File: src/rtl/int_alu_pkg.sv
package int_alu_pkg;
  localparam int unsigned OP_W = 4;

  typedef enum logic [OP_W-1:0] {
    OP_AND  = 4'b0000,
    OP_OR   = 4'b0001,
    OP_ADD  = 4'b0010,
    OP_ADDW = 4'b0011,
    OP_XOR  = 4'b0100,
    OP_NOR  = 4'b0101,
    OP_SUB  = 4'b0110,
    OP_SUBW = 4'b0111,
    OP_SLT  = 4'b1000,
    OP_SLTU = 4'b1001
  } alu_op_e;

  typedef enum logic [1:0] {
    LG_AND = 2'd0,
    LG_OR  = 2'd1,
    LG_XOR = 2'd2,
    LG_NOR = 2'd3
  } logic_fn_e;
endpackage

File: src/rtl/int_alu_adder.sv
// Shared adder / subtractor exposing the carries around the sign bit.
module int_alu_adder #(
  parameter int unsigned WIDTH = 32
) (
  input  logic [WIDTH-1:0] a,
  input  logic [WIDTH-1:0] b,
  input  logic             sub,
  output logic [WIDTH-1:0] sum,
  output logic             carry_out,
  output logic             ovf_raw
);
  localparam int unsigned LOW = WIDTH - 1;

  logic [WIDTH-1:0] b_eff;
  logic [LOW-1:0]   sum_low;
  logic             carry_into_msb;
  logic             sum_msb;

  always_comb begin
    b_eff = b ^ {WIDTH{sub}};
    {carry_into_msb, sum_low} = {1'b0, a[LOW-1:0]} + {1'b0, b_eff[LOW-1:0]}
                              + {{LOW{1'b0}}, sub};
    {carry_out, sum_msb} = {1'b0, a[WIDTH-1]} + {1'b0, b_eff[WIDTH-1]}
                         + {1'b0, carry_into_msb};
    sum     = {sum_msb, sum_low};
    ovf_raw = carry_into_msb ^ carry_out;
  end
endmodule

File: src/rtl/int_alu_logic.sv
// Bitwise logic functions, one bit slice per generate iteration.
module int_alu_logic
  import int_alu_pkg::*;
#(
  parameter int unsigned WIDTH = 32
) (
  input  logic [WIDTH-1:0] a,
  input  logic [WIDTH-1:0] b,
  input  logic_fn_e        fn,
  output logic [WIDTH-1:0] y
);
  for (genvar i = 0; i < WIDTH; i++) begin : g_bit
    always_comb begin
      case (fn)
        LG_AND:  y[i] = a[i] & b[i];
        LG_OR:   y[i] = a[i] | b[i];
        LG_XOR:  y[i] = a[i] ^ b[i];
        default: y[i] = ~(a[i] | b[i]);
      endcase
    end
  end
endmodule

File: src/rtl/int_alu_compare.sv
// Less-than decision from the subtractor's sign, overflow and carry.
module int_alu_compare #(
  parameter int unsigned WIDTH = 32
) (
  input  logic             diff_sign,
  input  logic             diff_ovf,
  input  logic             diff_carry,
  input  logic             is_unsigned,
  output logic [WIDTH-1:0] y
);
  logic lt;

  always_comb begin
    lt = is_unsigned ? ~diff_carry : (diff_sign ^ diff_ovf);
    y  = {{(WIDTH-1){1'b0}}, lt};
  end
endmodule

File: src/rtl/int_alu.sv
module int_alu
  import int_alu_pkg::*;
#(
  parameter int unsigned WIDTH = 32
) (
  input  logic [OP_W-1:0]  op_sel,
  input  logic [WIDTH-1:0] opnd_a,
  input  logic [WIDTH-1:0] opnd_b,
  output logic [WIDTH-1:0] result,
  output logic             zero_flag,
  output logic             ovf_flag
);
  localparam int unsigned MSB = WIDTH - 1;

  alu_op_e          op;
  logic             do_sub;
  logic [WIDTH-1:0] add_sum;
  logic             add_cout;
  logic             add_ovf;
  logic_fn_e        lg_fn;
  logic [WIDTH-1:0] lg_y;
  logic [WIDTH-1:0] cmp_y;
  logic             is_logic;
  logic             is_arith;
  logic             is_cmp;

  always_comb begin
    op       = alu_op_e'(op_sel);
    do_sub   = (op == OP_SUB) || (op == OP_SUBW) || (op == OP_SLT) || (op == OP_SLTU);
    is_arith = (op == OP_ADD) || (op == OP_ADDW) || (op == OP_SUB) || (op == OP_SUBW);
    is_cmp   = (op == OP_SLT) || (op == OP_SLTU);
    is_logic = (op == OP_AND) || (op == OP_OR) || (op == OP_XOR) || (op == OP_NOR);
    case (op)
      OP_AND:  lg_fn = LG_AND;
      OP_OR:   lg_fn = LG_OR;
      OP_XOR:  lg_fn = LG_XOR;
      default: lg_fn = LG_NOR;
    endcase
  end

  int_alu_adder #(.WIDTH(WIDTH)) u_adder (
    .a         (opnd_a),
    .b         (opnd_b),
    .sub       (do_sub),
    .sum       (add_sum),
    .carry_out (add_cout),
    .ovf_raw   (add_ovf)
  );

  int_alu_logic #(.WIDTH(WIDTH)) u_logic (
    .a  (opnd_a),
    .b  (opnd_b),
    .fn (lg_fn),
    .y  (lg_y)
  );

  int_alu_compare #(.WIDTH(WIDTH)) u_cmp (
    .diff_sign   (add_sum[MSB]),
    .diff_ovf    (add_ovf),
    .diff_carry  (add_cout),
    .is_unsigned (op == OP_SLTU),
    .y           (cmp_y)
  );

  always_comb begin
    if (is_arith)      result = add_sum;
    else if (is_logic) result = lg_y;
    else if (is_cmp)   result = cmp_y;
    else               result = '0;
    zero_flag = ~|result;
    ovf_flag  = add_ovf && ((op == OP_ADD) || (op == OP_SUB));
  end
endmodule

File: config.mk
export PLATFORM = sky130hd
export DESIGN_NAME = int_alu
export DESIGN_NICKNAME = d
export VERILOG_FILES = /design/src/rtl/int_alu_pkg.sv /design/src/rtl/int_alu_adder.sv /design/src/rtl/int_alu_logic.sv /design/src/rtl/int_alu_compare.sv /design/src/rtl/int_alu.sv
export SDC_FILE = /design/constraint.sdc
export NUM_CORES = 1
export LEC_CHECK = 0
export BUFFER_PORTS_ARGS = -buffer_cell sky130_fd_sc_hd__buf_4
export CAP_MARGIN = 20
export CORE_ASPECT_RATIO = 1.75
export CORE_MARGIN = 8
export CORE_UTILIZATION = 47
export DETAILED_ROUTE_END_ITERATION = 12
export PLACE_DENSITY = 0.74
export RECOVER_POWER = 25
export SLEW_MARGIN = 20
export SYNTH_ARGS = -nofsm -noshare
export SYNTH_HDL_FRONTEND = slang
export SYNTH_SLANG_ARGS = --single-unit
File: constraint.sdc
create_clock -name vclk -period 8.6
set_input_delay 0.43 -clock vclk [all_inputs]
set_output_delay 0.43 -clock vclk [all_outputs]
set_load 0.02 [all_outputs]
Word level (Yosys, flattened, before mapping)
Cells that the tools add are included.
{"block": "totals", "register_bits": 0, "input_bits": 68}
{"block": "op_classes", "addsub": 4, "n_reduce_logical": 16, "n_eq_ne": 11, "n_mux": 37, "bitwise": 132}
{"operator": "case mux 1 bit (3 select lines)", "count": 32}
{"operator": "2-to-1 mux 32 bit", "count": 2}
{"operator": "XOR 1 bit", "count": 34}
{"operator": "inverter 1 bit", "count": 33}
{"operator": "adder 31 x 31 -> 32 bit", "count": 1}
{"operator": "adder 32 x 1 -> 32 bit", "count": 1}
{"operator": "bitwise AND 1 bit", "count": 32}
{"operator": "OR 1 bit", "count": 32}
{"operator": "OR reduction 32 bit", "count": 1}
{"operator": "XOR 32 bit", "count": 1}
{"operator": "== test 4 x 3 -> 1 bit, second input constant", "count": 4}
{"operator": "logical OR 1 bit", "count": 11}
{"operator": "== test 4 x 2 -> 1 bit, second input constant", "count": 2}
{"operator": "== test 4 bit, second input constant", "count": 2}
{"operator": "case mux 2 bit (3 select lines)", "count": 1}
{"operator": "== test 4 x 1 -> 1 bit, second input constant", "count": 1}
{"operator": "logical NOT 4 bit", "count": 1}
{"operator": "adder 1 x 1 -> 2 bit", "count": 1}
{"operator": "adder 2 x 1 -> 2 bit", "count": 1}
{"operator": "== test 2 x 1 -> 1 bit, second input constant", "count": 1}
{"operator": "== test 2 bit, second input constant", "count": 1}
{"operator": "logical NOT 2 bit", "count": 1}
{"operator": "2-to-1 mux 1 bit", "count": 2}
{"operator": "logical AND 1 bit", "count": 1}
{"operator": "logical NOT 1 bit", "count": 1}

Logic depth before layout (Yosys ltp)
Gate-level depths: netlist of run 1.
{"block": "depth", "word_depth": 16, "depth_mapped": 24, "ltp_nobuf": 21}

Cells and area by module
A second synthesis of run 1 with hierarchy kept.
{"block": "unflattened", "cells_unflattened": 816, "hier_area_um2": 5824.3}
{"mod": "int_alu_logic", "cells_each": 306, "seq_area_each_um2": 0.0, "area_each_um2": 2242.2, "n_inst": 1}
{"mod": "int_alu_adder", "cells_each": 303, "seq_area_each_um2": 0.0, "area_each_um2": 2127.0, "n_inst": 1}
{"mod": "int_alu", "cells_each": 172, "seq_area_each_um2": 0.0, "area_each_um2": 1192.4, "n_inst": 1}
{"mod": "int_alu_compare", "cells_each": 35, "seq_area_each_um2": 0.0, "area_each_um2": 262.8, "n_inst": 1}

Worst setup path before layout of run 1
OpenSTA, ideal clock, no wires.
{"block": "synth_path", "path_type": "in2out", "from": "input port op_sel[1]", "to": "output port zero_flag", "slack_ps": 1924, "t_arrival_ps": 6246, "required_ps": 8170, "cell_stages": 23, "n_path_buf": 2, "path_cell_list": "or3b_1 -> and2_1 -> clkbuf_1 -> buf_1 -> xnor2_1 -> ha_1 -> nand2_1 -> or3_1 -> o21a_1 -> o21ai_0 -> a31o_2 -> a311oi_1 -> o21bai_1 -> a21oi_1 -> fa_1 -> mux2i_1 -> o221ai_1 -> nor3_1 -> or4b_1 -> or4_1 -> nor4_2 -> nand4b_1 -> nor4_2"}
{"block": "synth_via", "elab_chain_cells": 16, "elab_cells_between_ends": 70}
{"element": "start, declared", "line": "int_alu.sv:6", "rtl": "input logic [OP_W-1:0] op_sel,"}
{"element": "== test 4 x 3 -> 1 bit", "line": "int_alu.sv:29, int_alu.sv:30"}
{"element": "logical OR 1 bit (3 in series)", "line": "int_alu.sv:29", "rtl": "do_sub = (op == OP_SUB) || (op == OP_SUBW) || (op == OP_SLT) || (op == OP_SLTU);"}
{"element": "XOR 32 bit", "line": "int_alu_adder.sv:20", "rtl": "b_eff = b ^ {WIDTH{sub}};"}
{"element": "adder 31 x 31 -> 32 bit", "line": "int_alu_adder.sv:21", "rtl": "{carry_into_msb, sum_low} = {1'b0, a[LOW-1:0]} + {1'b0, b_eff[LOW-1:0]}"}
{"element": "adder 32 x 1 -> 32 bit", "line": "int_alu_adder.sv:22", "rtl": "+ {{LOW{1'b0}}, sub};"}
{"element": "adder 2 x 1 -> 2 bit", "line": "int_alu_adder.sv:24", "rtl": "+ {1'b0, carry_into_msb};"}
{"element": "XOR 1 bit", "line": "int_alu_adder.sv:26", "rtl": "ovf_raw = carry_into_msb ^ carry_out;"}
{"element": "XOR 1 bit", "line": "int_alu_compare.sv:14", "rtl": "lt = is_unsigned ? ~diff_carry : (diff_sign ^ diff_ovf);"}
{"element": "2-to-1 mux 1 bit", "line": "int_alu_compare.sv:14"}
{"element": "2-to-1 mux 1 bit", "line": "int_alu.sv:68", "rtl": "else if (is_cmp) result = cmp_y;"}
{"element": "2-to-1 mux 32 bit", "line": "int_alu.sv:67", "rtl": "else if (is_logic) result = lg_y;"}
{"element": "2-to-1 mux 32 bit (*)", "line": "int_alu.sv:66", "rtl": "if (is_arith) result = add_sum;"}
{"element": "net result[0]", "line": "int_alu.sv:9", "rtl": "output logic [WIDTH-1:0] result,"}
{"element": "OR reduction 32 bit (*)", "line": "int_alu.sv:70", "rtl": "zero_flag = ~|result;"}
{"element": "logical NOT 1 bit (*)", "line": "int_alu.sv:70"}
{"element": "end, declared", "line": "int_alu.sv:10", "rtl": "output logic zero_flag,"}
The timed path passes the listed nets; every way through them passes the cells marked *.

Worst setup path after layout of run 1
{"block": "layout_path", "from": "input port op_sel[2]", "to": "output port zero_flag"}
{"block": "layout_via", "elab_chain_cells": 16, "elab_cells_between_ends": 70}
{"element": "== test 4 x 3 -> 1 bit", "line": "int_alu.sv:29, int_alu.sv:30"}
{"element": "logical OR 1 bit (3 in series)", "line": "int_alu.sv:29"}
{"element": "XOR 32 bit", "line": "int_alu_adder.sv:20"}
{"element": "adder 31 x 31 -> 32 bit", "line": "int_alu_adder.sv:21"}
{"element": "adder 32 x 1 -> 32 bit", "line": "int_alu_adder.sv:22"}
{"element": "adder 2 x 1 -> 2 bit", "line": "int_alu_adder.sv:24"}
{"element": "XOR 1 bit", "line": "int_alu_adder.sv:26"}
{"element": "XOR 1 bit", "line": "int_alu_compare.sv:14"}
{"element": "2-to-1 mux 1 bit", "line": "int_alu_compare.sv:14"}
{"element": "2-to-1 mux 1 bit", "line": "int_alu.sv:68"}
{"element": "2-to-1 mux 32 bit", "line": "int_alu.sv:67"}
{"element": "2-to-1 mux 32 bit (*)", "line": "int_alu.sv:66"}
{"element": "OR reduction 32 bit (*)", "line": "int_alu.sv:70"}
{"element": "logical NOT 1 bit (*)", "line": "int_alu.sv:70"}
Every way passes the cells marked *; elsewhere a longest branch is shown, timed or not.

==> reports/metrics.yaml, run 1 <==
cells_and_area:
  area_growth_pct: 14.9
  final_area_sq_um: 5600
  nets: 920
  seq_cell_count: 0
  drive_gt1_frac: 0.154
  final_cells: 880
  regArea_sq_um: 0
  clock_buffers: 0
  utilization: 0.550
  n_antenna_cell: 0
detailed_routing:
  postRouteAntennaNets: 0
  avgRoutedWirePerCell_microns: 18.5
  dr_total_vias: 5218
  drc_errors: 0
  drt-pass1-iter-count: 5
  wirelength_microns: 16200
  vias_per_cell: 5.93
  drt_iter0_drc: 160
worst_setup_path:
  start_kind: "input port"
  worstPathArrival_ns: 6.99
  crit_type: "in2out"
  required_ns: 8.17
  critPathMaxFanout: 36
  endpoint_kind: "output pin"
  slowest_delay_ns: 0.85
  path_cells: "buf_4, or3b_1, and2_2, xnor2_1, ha_1, nand2_1, or3_1, o21a_1, o21ai_0, a31o_2, a311oi_1, o21bai_1, a21oi_1, fa_1, mux2i_1, o221ai_1, nor3_1, or4b_1, or4_1, nor4_2, nand4b_1, nor4_2, buf_4"
  worst_path_max_delay_cell: "and2_2"
sta:
  worst_slew_pin_slew_ns: 1.02
  setup_violations: 0
  hold_violations: 0
  post-route-period-util: 0.863
  min_period_ns: 7.42
  rsz0062_at_grt: "no"
  timing.slew.headroom: 0.318
  drv_slew: 0
  fin_setup_tns_ns: 0
  fmax_mhz: 135
  fin_ws_ns: 1.18
grt:
  grt_max_degree: 65
  track_usage: 0.230
  antenna_found_initial: 0
  grt_pass1_wl_microns: 26700
  overflow: 0
  grt_pass1_vias: 5420
logic_synthesis:
  synth_area_sq_um: 4870
  synth_xor_xnor_area_share: 0.149
  synth-simple-area-share: 0.187
  synthCells: 690
  synth_compound_area_frac: 0.242
  syn_nets: 855
  synth.area.mux_share: 0.0709
  synth_top_family_by_area: "adder cells"
  synth.avg_cell_area_sq_um: 7.06
  yosysWarnings: 0
  yosys.cell_types.count: 65
  yosys.area_share.adder: 0.254
  synth_seq_area_share: 0
floorplanning:
  chipHeight_microns: 151
  rows: 49
  die_area_sq_um: 14000
  die_width_microns: 93.0
  core_region_area_sq_um: 10200
  pin_count: 102
  start_util: 0.479
clocking:
  cts_setup_buffers: 0
  cts-hold-fix-buffers: 0
  cts_resized: 0
placed_design:
  place_congestion: 0.970
  placed_cell_area_sq_um: 5620
  place_inst: 880
  port_buffers: 102
  dp_slack_ns: 1.18
  dp_hpwl_microns: 13500
worst_hold_path:
  hold_path.class: "in2out"
  min_to: "result[23]"
  holdCritStartpoint: "op_sel[3]"
  hold_depth: 3
power_and_ir_drop:
  leakagePower_nw: 2.77
  ir_drop_uv: 57.3
  power.density_nw_per_um2: 93.3
flow_run:
  maxCapViolCount: 0
status:
  status: "finished, final reports clean"
==> Yosys cell counts, types with 11 or more instances <==
cell / number / share of area
a211oi_1: 22 / 0.034
xor2_1: 23 / 0.041
o22ai_1: 11 / 0.014
nor2_1: 38 / 0.029
clkbuf_1: 17 / 0.013
nand3_1: 12 / 0.012
xnor2_1: 60 / 0.11
o21ai_0: 38 / 0.039
inv_1: 73 / 0.056
nor3_1: 15 / 0.015
nor2b_1: 11 / 0.014
ha_1: 94 / 0.24
mux2i_1: 21 / 0.043
a21oi_1: 43 / 0.044
nand2_1: 55 / 0.042
==> metrics by stage <==
step / power [W] / hold slack [ns]
2_1_floorplan: 0.000356 / 1.14
3_3_place_gp: 0.000513 / 1.27
3_5_place_dp: 0.000520 / 1.27
4_1_cts: 0.000523 / 1.28
5_1_grt: 0.000574 / 1.30
6_report: 0.000522 / 1.28
==> report_power, final <==
part / switching, W / internal (W) / leakage [nW]
logic: 0.000312 / 0.000210 / 2.77
registers: 0 / 0 / 0
clock network: 0 / 0 / 0
total: 0.000312 / 0.000210 / 2.77
==> critical path, delay by kind of cell <==
kind,cells,cell delay [ns]
AOI/OAI and AO/OA,7,1.43
xor gates and xnor gates,1,0.13
adders and majority gates,2,0.88
buffers and inverters,2,0.57
muxes,1,0.16
and+or+nand+nor,10,3.36
==> metal layers <==
layer,up-vias,global-route usage,share of wire
li1,2557,-,-
met1,2452,0.236,0.36
met2,172,0.455,0.55
met3,37,0.0205,0.048
met4,0,0.0908,0.041
met5,-,0,0
==> layout make-up <==
| cell class | instances | area, sq um |
|---|---|---|
| multi-input combinational | 575 | 4400 |
| fill | 1034 | 4580 |
| timing repair buffer | 105 | 766 |
| tap | 127 | 159 |
| inverter | 73 | 274 |
==> worst max path at each step <==
stage | endpoint | from | slack, ns | cells past startpoint
after floorplan | zero_flag | op_sel[1] | 1.92 | 23
after global placement | zero_flag | op_sel[2] | 1.40 | 23
after detailed placement | zero_flag | op_sel[2] | 1.18 | 23
after CTS | zero_flag | op_sel[2] | 1.15 | 23
after global routing | zero_flag | op_sel[2] | 0.66 | 23
final | zero_flag | op_sel[2] | 1.18 | 23
==> placed cells by master (no fill, tap or decap), types with 4 or more instances in the layout <==
master,n
a21oi_1,43
nor3b_1,4
mux2i_1,21
clkbuf_1,6
o22ai_1,11
nor2b_1,11
buf_4,99
o211ai_1,5
xor2_1,23
a211oi_1,22
o21a_1,9
a21o_1,9
inv_1,73
o31ai_1,4
nand3_1,12
nor3_1,15
o21ai_0,38
o21bai_1,4
nor2_1,38
ha_1,94
nand2_1,55
a31oi_1,7
nand4_1,10
mux2_2,8
and3_1,8
nand2b_1,6
xnor2_1,60
mux2_1,4
or4_1,4
==> cell families after synthesis <==
family,Yosys count
multiplexers,33
adder cells (fa/ha/maj),97
buffers and inverters,115
XOR/XNOR,83
AND/OR/NAND/NOR,180
AO/OA/AOI/OAI,182
(Power assumes the default switching activity.)
==> run 2: changes to the inputs <==
- RECOVER_POWER: 25 -> 50
==> reports/metrics.yaml, run 2 (synthesized netlist as in run 1, its figures left out) <==
worst_setup_path:
  slowest_delay_ns: 0.84  # was 0.85 ns
  path_cells: "buf_4, or3b_1, and2_2, xnor2_1, ha_1, nand2_1, or3_1, o21a_1, o21ai_0, a31o_2, a311oi_1, o21bai_1, a21oi_1, fa_1, mux2i_1, o221ai_1, nor3_1, or4b_1, or4_1, nor4_2, nand4b_1, nor4_2, buf_4"  # unchanged
  start_kind: "input port"  # unchanged
  required_ns: 8.17  # about the same
  endpoint_kind: "output pin"  # unchanged
  worst_path_max_delay_cell: "and2_2"  # unchanged
  worstPathArrival_ns: 6.99  # about the same
  critPathMaxFanout: 36  # unchanged
  crit_type: "in2out"  # unchanged
cells_and_area:
  nets: 920  # unchanged
  layout_commonest_cell: "ha_1"  # was buf_4
  regArea_sq_um: 0  # unchanged
  area_growth_pct: 14.2  # was 14.9%
  final_cell_mix: "94 x ha_1, 90 x buf_4, 73 x inv_1"  # was 99 x buf_4, 94 x ha_1, 73 x inv_1
  multi_input_area_sq_um: 4400  # unchanged
  drive_gt1_frac: 0.142  # was 0.154
  clock_buffers: 0  # unchanged
  final_cells: 880  # unchanged
  n_antenna_cell: 0  # unchanged
  final.fill_count: 1042  # was 1034
  seq_cell_count: 0  # unchanged
detailed_routing:
  met2_length_microns: 8920  # was 8910 microns
  wirelength_microns: 16200  # about the same
  met3_length_microns: 658  # was 784 microns
  wl_met1_microns: 5960  # was 5880 microns
  top_layer_used: "met4"  # unchanged
  dr_total_vias: 5208  # was 5218
  avgRoutedWirePerCell_microns: 18.4  # was 18.5 microns
  vias_per_cell: 5.92  # was 5.93
  drt_iter0_drc: 174  # was 160
  postRouteAntennaNets: 0  # unchanged
  drt-pass1-iter-count: 5  # unchanged
  drc_errors: 0  # unchanged
sta:
  hold_violations: 0  # unchanged
  drv_slew: 0  # unchanged
  worst_slew_pin_slew_ns: 1.02  # about the same
  rsz0062_at_grt: "no"  # unchanged
  fin_setup_tns_ns: 0  # unchanged
  timing.slew.headroom: 0.320  # was 0.318
  fmax_mhz: 135  # about the same
  post-route-period-util: 0.863  # about the same
  min_period_ns: 7.42  # about the same
  setup_violations: 0  # unchanged
status:
  status: "finished, final reports clean"  # unchanged
grt:
  overflow: 0  # unchanged
  antenna_found_initial: 0  # unchanged
  grt_pass1_vias: 5420  # unchanged
  track_usage: 0.230  # unchanged
  grt_pass1_wl_microns: 26700  # unchanged
  grt_max_degree: 65  # unchanged
power_and_ir_drop:
  power.density_nw_per_um2: 92.8  # was 93.3 nW/um^2
  ir_drop_uv: 52.7  # was 57.3 uV
  leakagePower_nw: 2.73  # was 2.77 nW
  internal_power_w: 0.000205  # was 0.000210 W
  p_sw_w: 0.000311  # was 0.000312 W
  switching_share: 0.602  # was 0.597
  seq_power_share: 0  # about the same
  pwr-share-clk: 0  # about the same
  combPwrFrac: 1.000  # about the same
placed_design:
  place_inst: 880  # unchanged
  port_buffers: 102  # unchanged
  place_congestion: 0.970  # unchanged
  dp_hpwl_microns: 13500  # unchanged
floorplanning:
  pin_count: 102  # unchanged
  die_area_sq_um: 14000  # unchanged
  core_region_area_sq_um: 10200  # unchanged
  start_util: 0.479  # unchanged
  die_width_microns: 93.0  # unchanged
  chipHeight_microns: 151  # unchanged
  rows: 49  # unchanged
clocking:
  cts_setup_buffers: 0  # unchanged
  cts_resized: 0  # unchanged
  cts-hold-fix-buffers: 0  # unchanged
worst_hold_path:
  hold_path.class: "in2out"  # unchanged
flow_run:
  maxCapViolCount: 0  # unchanged
[run 2: final timing paths]
path	from	end	slack, ns	depth (start not counted)
min	op_sel[3]	result[23]	1.28	3
max	op_sel[2]	zero_flag	1.18	23
[run 2: per-stage QoR]
step | cell area [sq um] | hold slack, ns | setup WS [ns] | total power [W] | util
after global routing | 5560 | 1.30 | 0.660 | 0.000569 | 0.547
final | 5560 | 1.28 | 1.18 | 0.000516 | 0.547
after detailed placement | 5620 | 1.27 | 1.18 | 0.000520 | 0.552
after global placement | 5620 | 1.27 | 1.40 | 0.000513 | 0.552
after CTS | 5620 | 1.28 | 1.15 | 0.000523 | 0.552
after floorplan | 4870 | 1.14 | 1.92 | 0.000356 | -
[run 2: routing by layer]
layer | vias up | global-route usage
met1 | 2457 | 0.236
met2 | 151 | 0.455
met5 | - | 0
li1 | 2563 | -
met3 | 37 | 0.0205
met4 | 0 | 0.0908
[run 2: critical path: cells and delay by family]
family,cells,cell delay (ns)
compound gates,7,1.43
xor+xnor,1,0.13
fa+ha+maj,2,0.88
buf+inv,2,0.57
mux,1,0.16
simple gates,10,3.35
[run 2: area by class of cell]
class | instances | share of cell area
Multi-Input combinational cell | 575 | 0.791
Tap cell | 127 | 0.0286
Inverter | 73 | 0.0493
Timing Repair Buffer | 105 | 0.132
[run 2: power groups by stage]
stage	Sequential, W	Combinational (W)	Clock [W]
final	0	0.000516	0
after global routing	0	0.000569	0
after CTS	0	0.000523	0
after detailed placement	0	0.000520	0
after global placement	0	0.000513	0
after floorplan	0	0.000356	0
